===== src/rtl/ca_slot_pkg.sv =====
package ca_slot_pkg;
    localparam logic [3:0] OFS_IRQ     = 4'd0;
    localparam logic [3:0] OFS_AUX     = 4'd1;
    localparam logic [3:0] OFS_ADDR_LO = 4'd2;
    localparam logic [3:0] OFS_ADDR_HI = 4'd3;
    localparam logic [3:0] OFS_DATA    = 4'd4;
    localparam logic [3:0] OFS_BUSCTL  = 4'd5;

    typedef enum logic [1:0] {
        RS_IDLE,
        RS_HOLD,
        RS_SETTLE
    } rst_state_t;

    typedef enum logic {
        BC_IDLE,
        BC_ACCESS
    } bus_state_t;
endpackage


===== src/rtl/ca_cd_sync.sv =====
module ca_cd_sync #(
    parameter int SLOTS = 2
) (
    input  logic             clk,
    input  logic             rst_n,
    input  logic [SLOTS-1:0] cd_n_i,
    output logic [SLOTS-1:0] cd_n_o,
    output logic             edge_o
);
    logic [SLOTS-1:0] meta_q;
    logic [SLOTS-1:0] sync_q;
    logic [SLOTS-1:0] prev_q;

    always_ff @(posedge clk or negedge rst_n) begin
        if (!rst_n) begin
            meta_q <= '1;
            sync_q <= '1;
            prev_q <= '1;
        end else begin
            meta_q <= cd_n_i;
            sync_q <= meta_q;
            prev_q <= sync_q;
        end
    end

    assign cd_n_o = sync_q;
    assign edge_o = |(sync_q ^ prev_q);

    // a reported change must come from the synchroniser pipeline
    a_r7_edge_from_pipe: assert property (@(posedge clk) disable iff (!rst_n)
        edge_o |-> $past(meta_q != sync_q));
endmodule


===== src/rtl/ca_slot_reset_seq.sv =====
module ca_slot_reset_seq
    import ca_slot_pkg::*;
#(
    parameter int RST_HOLD    = 16,
    parameter int RST_TIMEOUT = 1000
) (
    input  logic clk,
    input  logic rst_n,
    input  logic start_i,
    input  logic ready_i,
    output logic rst_o,
    output logic busy_o
);
    localparam int CNT_MAX = (RST_HOLD > RST_TIMEOUT) ? RST_HOLD : RST_TIMEOUT;
    localparam int CW      = $clog2(CNT_MAX + 1);
    localparam logic [CW-1:0] HOLD_LAST = CW'(RST_HOLD - 1);
    localparam logic [CW-1:0] TMO_LAST  = CW'(RST_TIMEOUT - 1);

    rst_state_t      state_q, state_d;
    logic [CW-1:0]   cnt_q;

    always_comb begin
        state_d = state_q;
        unique case (state_q)
            RS_IDLE:   if (start_i) state_d = RS_HOLD;
            RS_HOLD:   if (cnt_q == HOLD_LAST) state_d = RS_SETTLE;
            RS_SETTLE: if (ready_i || cnt_q == TMO_LAST) state_d = RS_IDLE;
            default:   state_d = RS_IDLE;
        endcase
    end

    always_ff @(posedge clk or negedge rst_n) begin
        if (!rst_n) begin
            state_q <= RS_IDLE;
            cnt_q   <= '0;
        end else begin
            state_q <= state_d;
            if (state_d != state_q || state_q == RS_IDLE)
                cnt_q <= '0;
            else
                cnt_q <= cnt_q + 1'b1;
        end
    end

    always_comb begin
        rst_o  = 1'b0;
        busy_o = 1'b1;
        unique case (state_q)
            RS_IDLE:   busy_o = 1'b0;
            RS_HOLD:   rst_o  = 1'b1;
            RS_SETTLE: rst_o  = 1'b0;
            default:   busy_o = 1'b0;
        endcase
    end

    // reset output only starts from a request
    a_r6_rise_needs_start: assert property (@(posedge clk) disable iff (!rst_n)
        $rose(rst_o) |-> $past(start_i));
    // reset output is not cut short
    a_r6_hold_full: assert property (@(posedge clk) disable iff (!rst_n)
        (rst_o && cnt_q != HOLD_LAST) |=> rst_o);
    // settle phase stays busy until ready or timeout
    a_r6_settle_waits: assert property (@(posedge clk) disable iff (!rst_n)
        (state_q == RS_SETTLE && !ready_i && cnt_q != TMO_LAST) |=> busy_o);
endmodule


===== src/rtl/ca_bus_cycle.sv =====
module ca_bus_cycle
    import ca_slot_pkg::*;
#(
    parameter int DW = 8
) (
    input  logic          clk,
    input  logic          rst_n,
    input  logic          start_i,
    input  logic          wr_i,
    input  logic [DW-1:0] wdata_i,
    input  logic          wait_i,
    input  logic [DW-1:0] rdata_i,
    output logic          strb_o,
    output logic          wr_o,
    output logic [DW-1:0] wdata_o,
    output logic          done_o,
    output logic [DW-1:0] rdata_o
);
    bus_state_t    state_q, state_d;
    logic          wr_q;
    logic [DW-1:0] wdata_q;
    logic [DW-1:0] rdata_q;
    logic          done_q;

    always_comb begin
        state_d = state_q;
        unique case (state_q)
            BC_IDLE:   if (start_i) state_d = BC_ACCESS;
            BC_ACCESS: if (!wait_i) state_d = BC_IDLE;
            default:   state_d = BC_IDLE;
        endcase
    end

    always_ff @(posedge clk or negedge rst_n) begin
        if (!rst_n) begin
            state_q <= BC_IDLE;
            wr_q    <= 1'b0;
            wdata_q <= '0;
            rdata_q <= '0;
            done_q  <= 1'b0;
        end else begin
            state_q <= state_d;
            done_q  <= (state_q == BC_ACCESS) && !wait_i;
            if (state_q == BC_IDLE && start_i) begin
                wr_q    <= wr_i;
                wdata_q <= wdata_i;
            end
            if (state_q == BC_ACCESS && !wait_i)
                rdata_q <= rdata_i;
        end
    end

    always_comb begin
        strb_o = 1'b0;
        unique case (state_q)
            BC_IDLE:   strb_o = 1'b0;
            BC_ACCESS: strb_o = 1'b1;
            default:   strb_o = 1'b0;
        endcase
    end

    assign wr_o    = wr_q;
    assign wdata_o = wdata_q;
    assign done_o  = done_q;
    assign rdata_o = rdata_q;

    // the card keeps the strobe while it asserts wait
    a_r8_strobe_held: assert property (@(posedge clk) disable iff (!rst_n)
        (strb_o && wait_i) |=> strb_o);
    // completion only after a released strobe cycle
    a_r8_done_after_release: assert property (@(posedge clk) disable iff (!rst_n)
        done_o |-> $past(strb_o && !wait_i));
    // write data stable through the cycle
    a_r8_wdata_stable: assert property (@(posedge clk) disable iff (!rst_n)
        (strb_o && wait_i) |=> $stable(wdata_o));
endmodule


===== src/rtl/ca_dual_slot_ctrl.sv =====
module ca_dual_slot_ctrl
    import ca_slot_pkg::*;
#(
    parameter int RST_HOLD    = 16,
    parameter int RST_TIMEOUT = 1000
) (
    input  logic        clk,
    input  logic        rst_n,
    input  logic        hst_sel,
    input  logic        hst_wr,
    input  logic [3:0]  hst_addr,
    input  logic [7:0]  hst_wdata,
    output logic [7:0]  hst_rdata,
    output logic        hst_ready,
    output logic        card_strb,
    output logic        card_wr,
    output logic        card_slot,
    output logic        card_space,
    output logic [14:0] card_addr,
    output logic [7:0]  card_wdata,
    input  logic [7:0]  card_rdata,
    input  logic        card_wait,
    input  logic [1:0]  card_ready,
    input  logic [1:0]  cd_n,
    output logic [1:0]  slot_rst,
    output logic [1:0]  ts_route_en,
    output logic [1:0]  ts_out_en,
    output logic [1:0]  tuner_rst_n,
    output logic        irq
);
    localparam int SLOTS = 2;

    logic [6:0] addr_lo_q;
    logic [6:0] addr_hi_q;
    logic       slot_q;
    logic       space_q;
    logic [1:0] route_q;
    logic [3:0] aux_q;
    logic       irq_en_q;
    logic       irq_pend_q;
    logic [7:0] rdata_q;
    logic       rdy_q;

    logic             acc;
    logic             reg_acc;
    logic             reg_wr;
    logic             reg_rd;
    logic             bus_start;
    logic             bus_done;
    logic [7:0]       bus_rdata;
    logic [SLOTS-1:0] cd_sync_n;
    logic             cd_edge;
    logic [SLOTS-1:0] rst_busy;
    logic [SLOTS-1:0] rst_start;
    logic             irq_ack;
    logic             irq_set;
    logic [7:0]       rd_mux;

    assign acc       = hst_sel && !card_strb;
    assign reg_acc   = acc && (hst_addr != OFS_DATA);
    assign reg_wr    = reg_acc && hst_wr;
    assign reg_rd    = reg_acc && !hst_wr;
    assign bus_start = acc && (hst_addr == OFS_DATA);
    assign irq_ack   = reg_rd && (hst_addr == OFS_IRQ);
    assign irq_set   = irq_en_q && cd_edge;

    // slot 0 reset request is bit 5, slot 1 is bit 4
    assign rst_start[0] = reg_wr && (hst_addr == OFS_BUSCTL) && hst_wdata[5];
    assign rst_start[1] = reg_wr && (hst_addr == OFS_BUSCTL) && hst_wdata[4];

    ca_cd_sync #(.SLOTS(SLOTS)) u_cd_sync (
        .clk    (clk),
        .rst_n  (rst_n),
        .cd_n_i (cd_n),
        .cd_n_o (cd_sync_n),
        .edge_o (cd_edge)
    );

    for (genvar s = 0; s < SLOTS; s++) begin : g_slot
        ca_slot_reset_seq #(
            .RST_HOLD    (RST_HOLD),
            .RST_TIMEOUT (RST_TIMEOUT)
        ) u_rst_seq (
            .clk     (clk),
            .rst_n   (rst_n),
            .start_i (rst_start[s]),
            .ready_i (card_ready[s]),
            .rst_o   (slot_rst[s]),
            .busy_o  (rst_busy[s])
        );
    end

    ca_bus_cycle #(.DW(8)) u_bus (
        .clk     (clk),
        .rst_n   (rst_n),
        .start_i (bus_start),
        .wr_i    (hst_wr),
        .wdata_i (hst_wdata),
        .wait_i  (card_wait),
        .rdata_i (card_rdata),
        .strb_o  (card_strb),
        .wr_o    (card_wr),
        .wdata_o (card_wdata),
        .done_o  (bus_done),
        .rdata_o (bus_rdata)
    );

    always_comb begin
        unique case (hst_addr)
            OFS_IRQ:     rd_mux = {1'b0, irq_en_q, 3'b000, irq_en_q, 1'b0, irq_pend_q};
            OFS_AUX:     rd_mux = {2'b00, aux_q, 2'b00};
            OFS_ADDR_LO: rd_mux = {addr_lo_q, 1'b0};
            OFS_ADDR_HI: rd_mux = {1'b0, addr_hi_q};
            OFS_BUSCTL:  rd_mux = {slot_q, space_q, rst_busy[0], rst_busy[1],
                                   route_q[0], route_q[1], cd_sync_n[0], cd_sync_n[1]};
            default:     rd_mux = 8'h00;
        endcase
    end

    always_ff @(posedge clk or negedge rst_n) begin
        if (!rst_n) begin
            addr_lo_q  <= '0;
            addr_hi_q  <= '0;
            slot_q     <= 1'b0;
            space_q    <= 1'b0;
            route_q    <= '0;
            aux_q      <= '0;
            irq_en_q   <= 1'b0;
            irq_pend_q <= 1'b0;
            rdata_q    <= '0;
            rdy_q      <= 1'b0;
        end else begin
            rdy_q      <= reg_acc;
            irq_pend_q <= irq_set || (irq_pend_q && !irq_ack);
            if (reg_acc)
                rdata_q <= hst_wr ? 8'h00 : rd_mux;
            if (reg_wr) begin
                unique case (hst_addr)
                    OFS_IRQ:     irq_en_q  <= hst_wdata[6] && hst_wdata[2];
                    OFS_AUX:     aux_q     <= hst_wdata[5:2];
                    OFS_ADDR_LO: addr_lo_q <= hst_wdata[7:1];
                    OFS_ADDR_HI: addr_hi_q <= hst_wdata[6:0];
                    OFS_BUSCTL: begin
                        slot_q     <= hst_wdata[7];
                        space_q    <= hst_wdata[6];
                        route_q[0] <= hst_wdata[3];
                        route_q[1] <= hst_wdata[2];
                    end
                    default: ;
                endcase
            end
        end
    end

    assign hst_ready   = rdy_q || bus_done;
    assign hst_rdata   = bus_done ? bus_rdata : rdata_q;
    assign card_slot   = slot_q;
    assign card_space  = space_q;
    assign card_addr   = {addr_hi_q, addr_lo_q, 1'b0};
    assign ts_route_en = route_q;
    assign ts_out_en   = aux_q[3:2];
    assign tuner_rst_n = aux_q[1:0];
    assign irq         = irq_pend_q;

    // pending only rises while enabled
    a_r10_rise_needs_en: assert property (@(posedge clk) disable iff (!rst_n)
        $rose(irq) |-> $past(irq_en_q));
    // a read of the interrupt register acknowledges
    a_r11_read_clears: assert property (@(posedge clk) disable iff (!rst_n)
        (irq_ack && !irq_set) |=> !irq);
    // plain register access completes in one cycle
    a_r2_reg_ready: assert property (@(posedge clk) disable iff (!rst_n)
        reg_acc |=> hst_ready);
    // the card address is held steady through a stretched cycle
    a_r3_addr_stable: assert property (@(posedge clk) disable iff (!rst_n)
        (card_strb && card_wait) |=> $stable(card_addr));
endmodule


===== config.mk =====
export PLATFORM = sky130hd
export DESIGN_NAME = ca_dual_slot_ctrl
export DESIGN_NICKNAME = d
export VERILOG_FILES = /design/src/rtl/ca_slot_pkg.sv /design/src/rtl/ca_cd_sync.sv /design/src/rtl/ca_slot_reset_seq.sv /design/src/rtl/ca_bus_cycle.sv /design/src/rtl/ca_dual_slot_ctrl.sv
export SDC_FILE = /design/constraint.sdc
export NUM_CORES = 1
export LEC_CHECK = 0
export ABC_AREA = 1
export BUFFER_PORTS_ARGS = -buffer_cell sky130_fd_sc_hd__buf_2
export CAP_MARGIN = 15
export CORE_UTILIZATION = 25
export CTS_BUF_LIST = sky130_fd_sc_hd__clkbuf_8
export DETAILED_ROUTE_END_ITERATION = 10
export PLACE_DENSITY = 0.51
export SLEW_MARGIN = 25
export SYNTH_ARGS = -nofsm -noshare
export SYNTH_HDL_FRONTEND = slang
export SYNTH_SLANG_ARGS = --single-unit

===== constraint.sdc =====
create_clock -name clk -period 3.6 [get_ports clk]
set_input_delay 0.18 -clock clk [delete_from_list [all_inputs] [get_ports clk]]
set_output_delay 0.18 -clock clk [all_outputs]
set_load 0.005 [all_outputs]

==> results.toml, run 1 <==
[worst_hold_path]
holdCritPathClass = "input pin to flop"

[sta]
report.final.setup_viol = 0
min_period_over_period = 0.471
hold_slack_ns = 0.0305
max_slew_margin = 0.468
report.final.hold_viol_count = 0
fin_worst_skew_ns = 0.00790
tns_ns = 0
rsz0062_at_grt = "false"
post_route_minimum_period_ns = 1.69
final_max_slew_viols = 0
max_freq_mhz = 590
worstMarginPinSlew_ns = 0.796

[floorplan]
floorplan_core_area_um2 = 15300
top_level_ports = 74
die_area_um2 = 16200
rows = 45
floorplan.initialDensity = 0.257
die-width_um = 127
dieHeight_um = 127

[synth]
ys_types = 38
post_synth_inst_count = 441
synth_seq_area_share = 0.526
synth-seq-cells = 82
synth.cell_area_um2 = 3920
nets_in_the_synthesized_netlist = 480
yosysWarningCount = 0
syn-mean-instance-area_um2 = 8.88

[clock_tree]
postCtsResizedCells = 0
cts.sink_count = 82
tritoncts_clock_tree = "built"
clock-root-buffer = "clkbuf_8"
cts-buffers-inserted = 9
post_cts.repair.setup_buffers = 0
cts-htree-levels = 3
clkSlewWorstSetupHoldPaths_ns = 0.08
cts_hold_repair.buffers = 2
clk-insertion-delay-late_ns = 0.35
ctsLongestPathBuffers = 2

[route]
drt-pass1-iter-count = 4
drtIter0Drc = 169
ant_nets = 0
via_count = 3100
drc = 0
route.detailed.wl_per_inst_um = 12.6
vias_per_cell = 4.22
detail_route.wirelength_um = 9250

[setup_path]
setup.worst_path.start_class = "flop"
critical_path_buf_inv_count = 0
critPathArrivalTime_ns = 1.98
crit_path_max_incr_delay_ns = 0.38
cp.required_ns = 3.89
timing.setup.critical_path_class = "flop to flop"
timing.critical_path.cells = "ha_1 -> nand2_1 -> nor2_1 -> nand3_1 -> nand2_1 -> nand2_1 -> nand2_1 -> nand2_1 -> nand2_1 -> nand3_4 -> nor2_1"
crit_path_frequent_cell = "nand2_1"
ff2ff_setup_slack_ns = 1.91
crit_path_top_delay_cell = "dfrtp_1"
crit_path_max_delay_family = "simple AND/OR/NAND/NOR gates"
cp-end-kind = "flop"
crit_fanout = 10

[power]
leakage_power_nw = 2.40
total_power_mw = 2.17
vdd_ir_drop_max_uv = 279
power_density_nw_per_um2 = 459

[global_route]
globalRouteTotalUtil = 0.120
antenna_violations_before_repair = 0
vias_in_the_first_global_route = 3015
grt_first_pass_wirelength_um = 15200
pin_count_of_the_biggest_net_entering_global_routing = 83
grt_overflow_total = 0

[place]
place_inst = 716
port_buffer_count = 72
hpwlAfterDp_um = 6890
gpl.final_weighted_congestion = 0.797

[layout]
area_growth_syn_to_layout_pct = 20.5
post_route_cells_drive_above_1_share = 0.218
numnets_final = 558
postLayoutCoreUtil = 0.309
antenna_cells = 0
stdcell_count = 735
multiInputGateArea_um2 = 1590
filler_cell_count = 1627
final-seq-area_um2 = 2060

[outcome]
run_status = "finished clean"

[run]
max_cap_viol_count = 0
synth_stat cells (all sizes together):
master   instances  share of area
a21oi            8          0.013
a221oi           5          0.011
a22o             2         0.0045
buf              6          0.014
clkbuf           2         0.0019
conb             1        0.00096
dfrtp           76           0.49
dfstp            6          0.040
ha              10          0.032
inv             55          0.053
mux2             3         0.0086
nand2          127           0.13
nand3           19          0.032
nand3b           2         0.0038
nand4            4         0.0064
nor2            41          0.045
nor3             3         0.0067
nor4             1         0.0016
o2111ai          1         0.0022
o21ai           45          0.060
o21bai           1         0.0019
o22ai            4         0.0064
o31ai            1         0.0019
or2              2         0.0032
xnor2            5          0.011
xor2            11          0.025
flip-flops by register name, indices dropped and copies added, names as in the netlist, 2 cells and up:
signal and flops:
ts_route_en 2, addr_lo_q 7, u_bus.wdata_o 8, g_slot.u_rst_seq.cnt_q 20, g_slot.u_rst_seq.state_q 4, u_bus.rdata_o 8, aux_q 4, u_cd_sync.prev_q 2
rdata_q 8, u_cd_sync.meta_q 2, addr_hi_q 7, u_cd_sync.cd_n_o 2
worst min-delay path, cell delays in order:
cell	delay (ns)
buf_2	0.08
nand2_1	0.04
nand2_1	0.05
cells by family (layout without fill, tap and decap cells):
logic type                 count (synthesis)  after routing  share of synthesized area
and+or+nand+nor                          199            199                      0.226
DFF                                       82             82                      0.526
AOI/OAI and AO/OA                         67             67                      0.102
buffers and inverters                     63            146                     0.0696
xor gates and xnor gates                  16             16                     0.0358
adders and majority gates                 10             10                     0.0319
muxes                                      3              3                    0.00862
other                                      1              1                   0.000957
path summary, 6_finish.rpt:
path	startpoint	end	depth (start not counted)
setup / recovery	g_slot[0].u_rst_seq.cnt_q[0]$_DFF_PN0_	g_slot[0].u_rst_seq.cnt_q[2]$_DFF_PN0_	11
hold / removal	card_rdata[0]	u_bus.rdata_o[0]$_DFFE_PN0P_	3
setup reg to reg	g_slot[0].u_rst_seq.cnt_q[0]$_DFF_PN0_	g_slot[0].u_rst_seq.cnt_q[2]$_DFF_PN0_	11
hold reg to reg	u_cd_sync.meta_q[0]$_DFF_PN1_	u_cd_sync.cd_n_o[0]$_DFF_PN1_	0
max in group asynchronous	rst_n	u_bus.rdata_o[3]$_DFFE_PN0P_	2
min in group asynchronous	rst_n	u_bus.wdata_o[0]$_DFFE_PN0P_	2
routing by layer:
metal  part of all wire  global-route usage  up-vias
met3              0.045              0.0302        8
met2               0.45               0.186       71
met5                  0                   0        -
met1               0.49               0.165     1457
met4              0.012              0.0378        0
li1                   -                   -     1564
where the power goes:
group,switching (mW),leakage [nW],internal (mW)
clock network,0.333,0.107,0.356
registers,0.0914,1.07,1.04
logic,0.202,1.22,0.149
total,0.626,2.40,1.54
cell usage in the layout (no fill, tap or decap), drive strengths merged, types with 10 or more instances in the layout:
master	n
buf	72
dfrtp	76
nand2	127
xor2	11
inv	56
ha	10
clkbuf	11
nand3	19
nor2	41
o21ai	45
final cells by class:
cell class,count,share of cell area
sequential,82,0.436
multi-input combinational,296,0.336
timing repair buffer,75,0.0840
tap,211,0.0559
inverter,55,0.0443
clock buffer,11,0.0321
clock inverter,5,0.0117
per-stage QoR:
| stage | worst slack [ns] | cell area (um2) |
|---|---|---|
| floorplan | 2.09 | 3920 |
| global placement | 1.89 | 4480 |
| detailed placement | 1.83 | 4480 |
| CTS | 1.88 | 4710 |
| global route | 1.65 | 4720 |
| finish | 1.91 | 4720 |
Power figures use the tool's default switching activity.
==> inputs of run 2 (changes only) <==
==> constraint.sdc (replaced) <==
create_clock -name clk -period 1.8 [get_ports clk]
set_input_delay 0.09 -clock clk [delete_from_list [all_inputs] [get_ports clk]]
set_output_delay 0.09 -clock clk [all_outputs]
set_load 0.005 [all_outputs]
==> run 2 against run 1 <==
Net effect:
- wire length up 3.7%
- non-clock buffer count up 21
- hold slack better by 0.019 ns
- setup slack worse by 1.8 ns
- clock skew up 0.0031 ns
- design area up 5.4%
- total power up 98%
- die area unchanged
- critical path type unchanged
- critical endpoint is now g_slot[0].u_rst_seq.cnt_q[7]$_DFF_PN0_
==> results.toml, run 2 (synthesis gave the netlist of run 1 again) <==
[power]
p_sw_mw = 1.33
power.share.combinational = 0.187
leakage_power_nw = 2.48
switching_share = 0.310
seq_pwr_share = 0.526
clk_pwr_share = 0.288
internal-power_mw = 2.97
vdd_ir_drop_max_uv = 442
power_density_nw_per_um2 = 864

[layout]
registers.top_by_ff_count = "g_slot.u_rst_seq.cnt_q"
layout.cells.most_common = "nand2_1"
layout_common_cells = "nand2_1 (121), dfrtp_1 (74), buf_2 (71), inv_1 (53), nor2_1 (36)"
post_route_cells_drive_above_1_share = 0.249
antenna_cells = 0
numnets_final = 581
largest_reg_flops = 20
stdcell_count = 758
area_growth_syn_to_layout_pct = 27.0

[route]
drc = 0
via_count = 3176
route.detailed.wl_per_inst_um = 12.7
detail_route.wirelength_um = 9590
drt-pass1-iter-count = 4
drtIter0Drc = 134
ant_nets = 0
vias_per_cell = 4.19

[global_route]
pin_count_of_the_biggest_net_entering_global_routing = 43
grt_first_pass_wirelength_um = 15400
grt_overflow_total = 0
antenna_violations_before_repair = 0
vias_in_the_first_global_route = 3087
globalRouteTotalUtil = 0.124

[place]
place_ws_ns = 0.0971
port_buffer_count = 72
hpwlAfterDp_um = 7020
gpl.final_weighted_congestion = 0.773
place_inst = 721

[clock_tree]
clkSlewWorstSetupHoldPaths_ns = 0.09
clock-root-buffer = "clkbuf_8"
cts-buffers-inserted = 9
cts-htree-levels = 3
clk-insertion-delay-late_ns = 0.38
cts.sink_count = 82
ctsLongestPathBuffers = 2
tritoncts_clock_tree = "built"

[setup_path]
critical_path.endpoint = "g_slot[0].u_rst_seq.cnt_q[7]$_DFF_PN0_"
crit_path_max_incr_delay_ns = 0.46
crit_path_frequent_cell = "nand2_1"
cp.required_ns = 2.10
rr_endpoint = "g_slot[0].u_rst_seq.cnt_q[7]$_DFF_PN0_"
crit_path_top_delay_cell = "dfrtp_1"
timing.setup.critical_path_class = "flop to flop"
ff2ff_setup_slack_ns = 0.1
crit_fanout = 5
timing.critical_path.cells = "inv_1 -> ha_1 -> inv_1 -> nor2_1 -> o21ai_2 -> nand2_1 -> nand2_1 -> nand2_1 -> nand2_1 -> nand2_2 -> nand3_2 -> nor2_1"
critPathArrivalTime_ns = 2.01
ff2ff_path_depth = 12
crit_start = "g_slot[0].u_rst_seq.state_q[0]$_DFF_PN0_"
cp-end-kind = "flop"
setup.worst_path.start_class = "flop"
rr_startpoint = "g_slot[0].u_rst_seq.state_q[0]$_DFF_PN0_"

[floorplan]
top_level_ports = 74
floorplan.initialDensity = 0.257
floorplan_core_area_um2 = 15300
dieHeight_um = 127
die_area_um2 = 16200
die-width_um = 127
rows = 45

[sta]
finalWorstSetupSlack_ns = 0.0988
min_period_over_period = 0.945
max_freq_mhz = 588
report.final.hold_viol_count = 0
fin_worst_skew_ns = 0.0110
post_route_minimum_period_ns = 1.70
report.final.setup_viol = 0
final_max_slew_viols = 0

[worst_hold_path]
holdCritPathClass = "input pin to flop"

[outcome]
run_status = "finished clean"

[run]
max_cap_viol_count = 0
-- run 2: repair_timing --
action / in CTS / in global routing
setup buffers: 0 / 1
endpoints found under the setup margin: 0 / 20
resized for setup: 0 / 17
hold buffers: 18 / 0
endpoints found under the hold margin: 95 / 0
-- run 2: worst min path at each step --
stage               slack [ns]  cells past startpoint    startpoint                           end
floorplan                -0.21                      0         rst_n      addr_hi_q[0]$_DFFE_PN0P_
global placement        -0.001                      1         rst_n  u_bus.wdata_o[0]$_DFFE_PN0P_
detailed placement      -0.006                      1         rst_n  u_bus.wdata_o[0]$_DFFE_PN0P_
CTS                       0.02                      3  hst_wdata[6]      addr_lo_q[5]$_DFFE_PN0P_
global route              0.05                      3  hst_wdata[6]      addr_lo_q[5]$_DFFE_PN0P_
finish                    0.05                      3  hst_wdata[6]      addr_lo_q[5]$_DFFE_PN0P_
-- run 2: final cells by class --
type | count | area [um2]
sequential | 82 | 2060
multi-input combinational | 298 | 1660
fill | 1621 | 10300
clock buffer | 10 | 138
timing repair buffer | 96 | 601
inverter | 55 | 209
clock inverter | 6 | 42.5
tap | 211 | 264
-- run 2: power groups by stage --
stage,sequential [mW],clock [mW],combinational (mW)
after detailed placement,2.29,0,0.727
after global placement,2.28,0,0.713
after CTS,2.25,1.30,0.762
after global routing,2.29,1.37,0.905
after floorplan,2.25,0,0.390
final,2.26,1.24,0.802
-- run 2: per-stage QoR --
stage | utilization | hold WS [ns] | cell area [um2] | total power, mW | TNS, ns
detailed placement | 0.297 | -0.00635 | 4530 | 3.01 | 0
floorplan | - | -0.206 | 3920 | 2.64 | 0
CTS | 0.321 | 0.0234 | 4890 | 4.31 | 0
global placement | 0.297 | -0.00122 | 4530 | 2.99 | 0
global route | 0.326 | 0.0542 | 4970 | 4.56 | -0.0960
finish | 0.326 | 0.0491 | 4970 | 4.30 | 0
-- run 2: per-layer routing --
metal,global-route usage,routed length [um],share of wire,up-vias
met3,0.0331,333,0.035,10
met1,0.165,4760,0.50,1504
met2,0.192,4370,0.46,53
met5,0,0,0,-
met4,0.0483,130,0.014,0
li1,-,-,-,1609
-- run 2: critical path: cells and delay by family (launching register included) --
| kind | cells | cell delay [ns] |
|---|---|---|
| AOI/OAI and AO/OA | 1 | 0.08 |
| and+or+nand+nor | 8 | 0.76 |
| adders and majority gates | 1 | 0.15 |
| buffers and inverters | 2 | 0.17 |
| DFF | 1 | 0.46 |
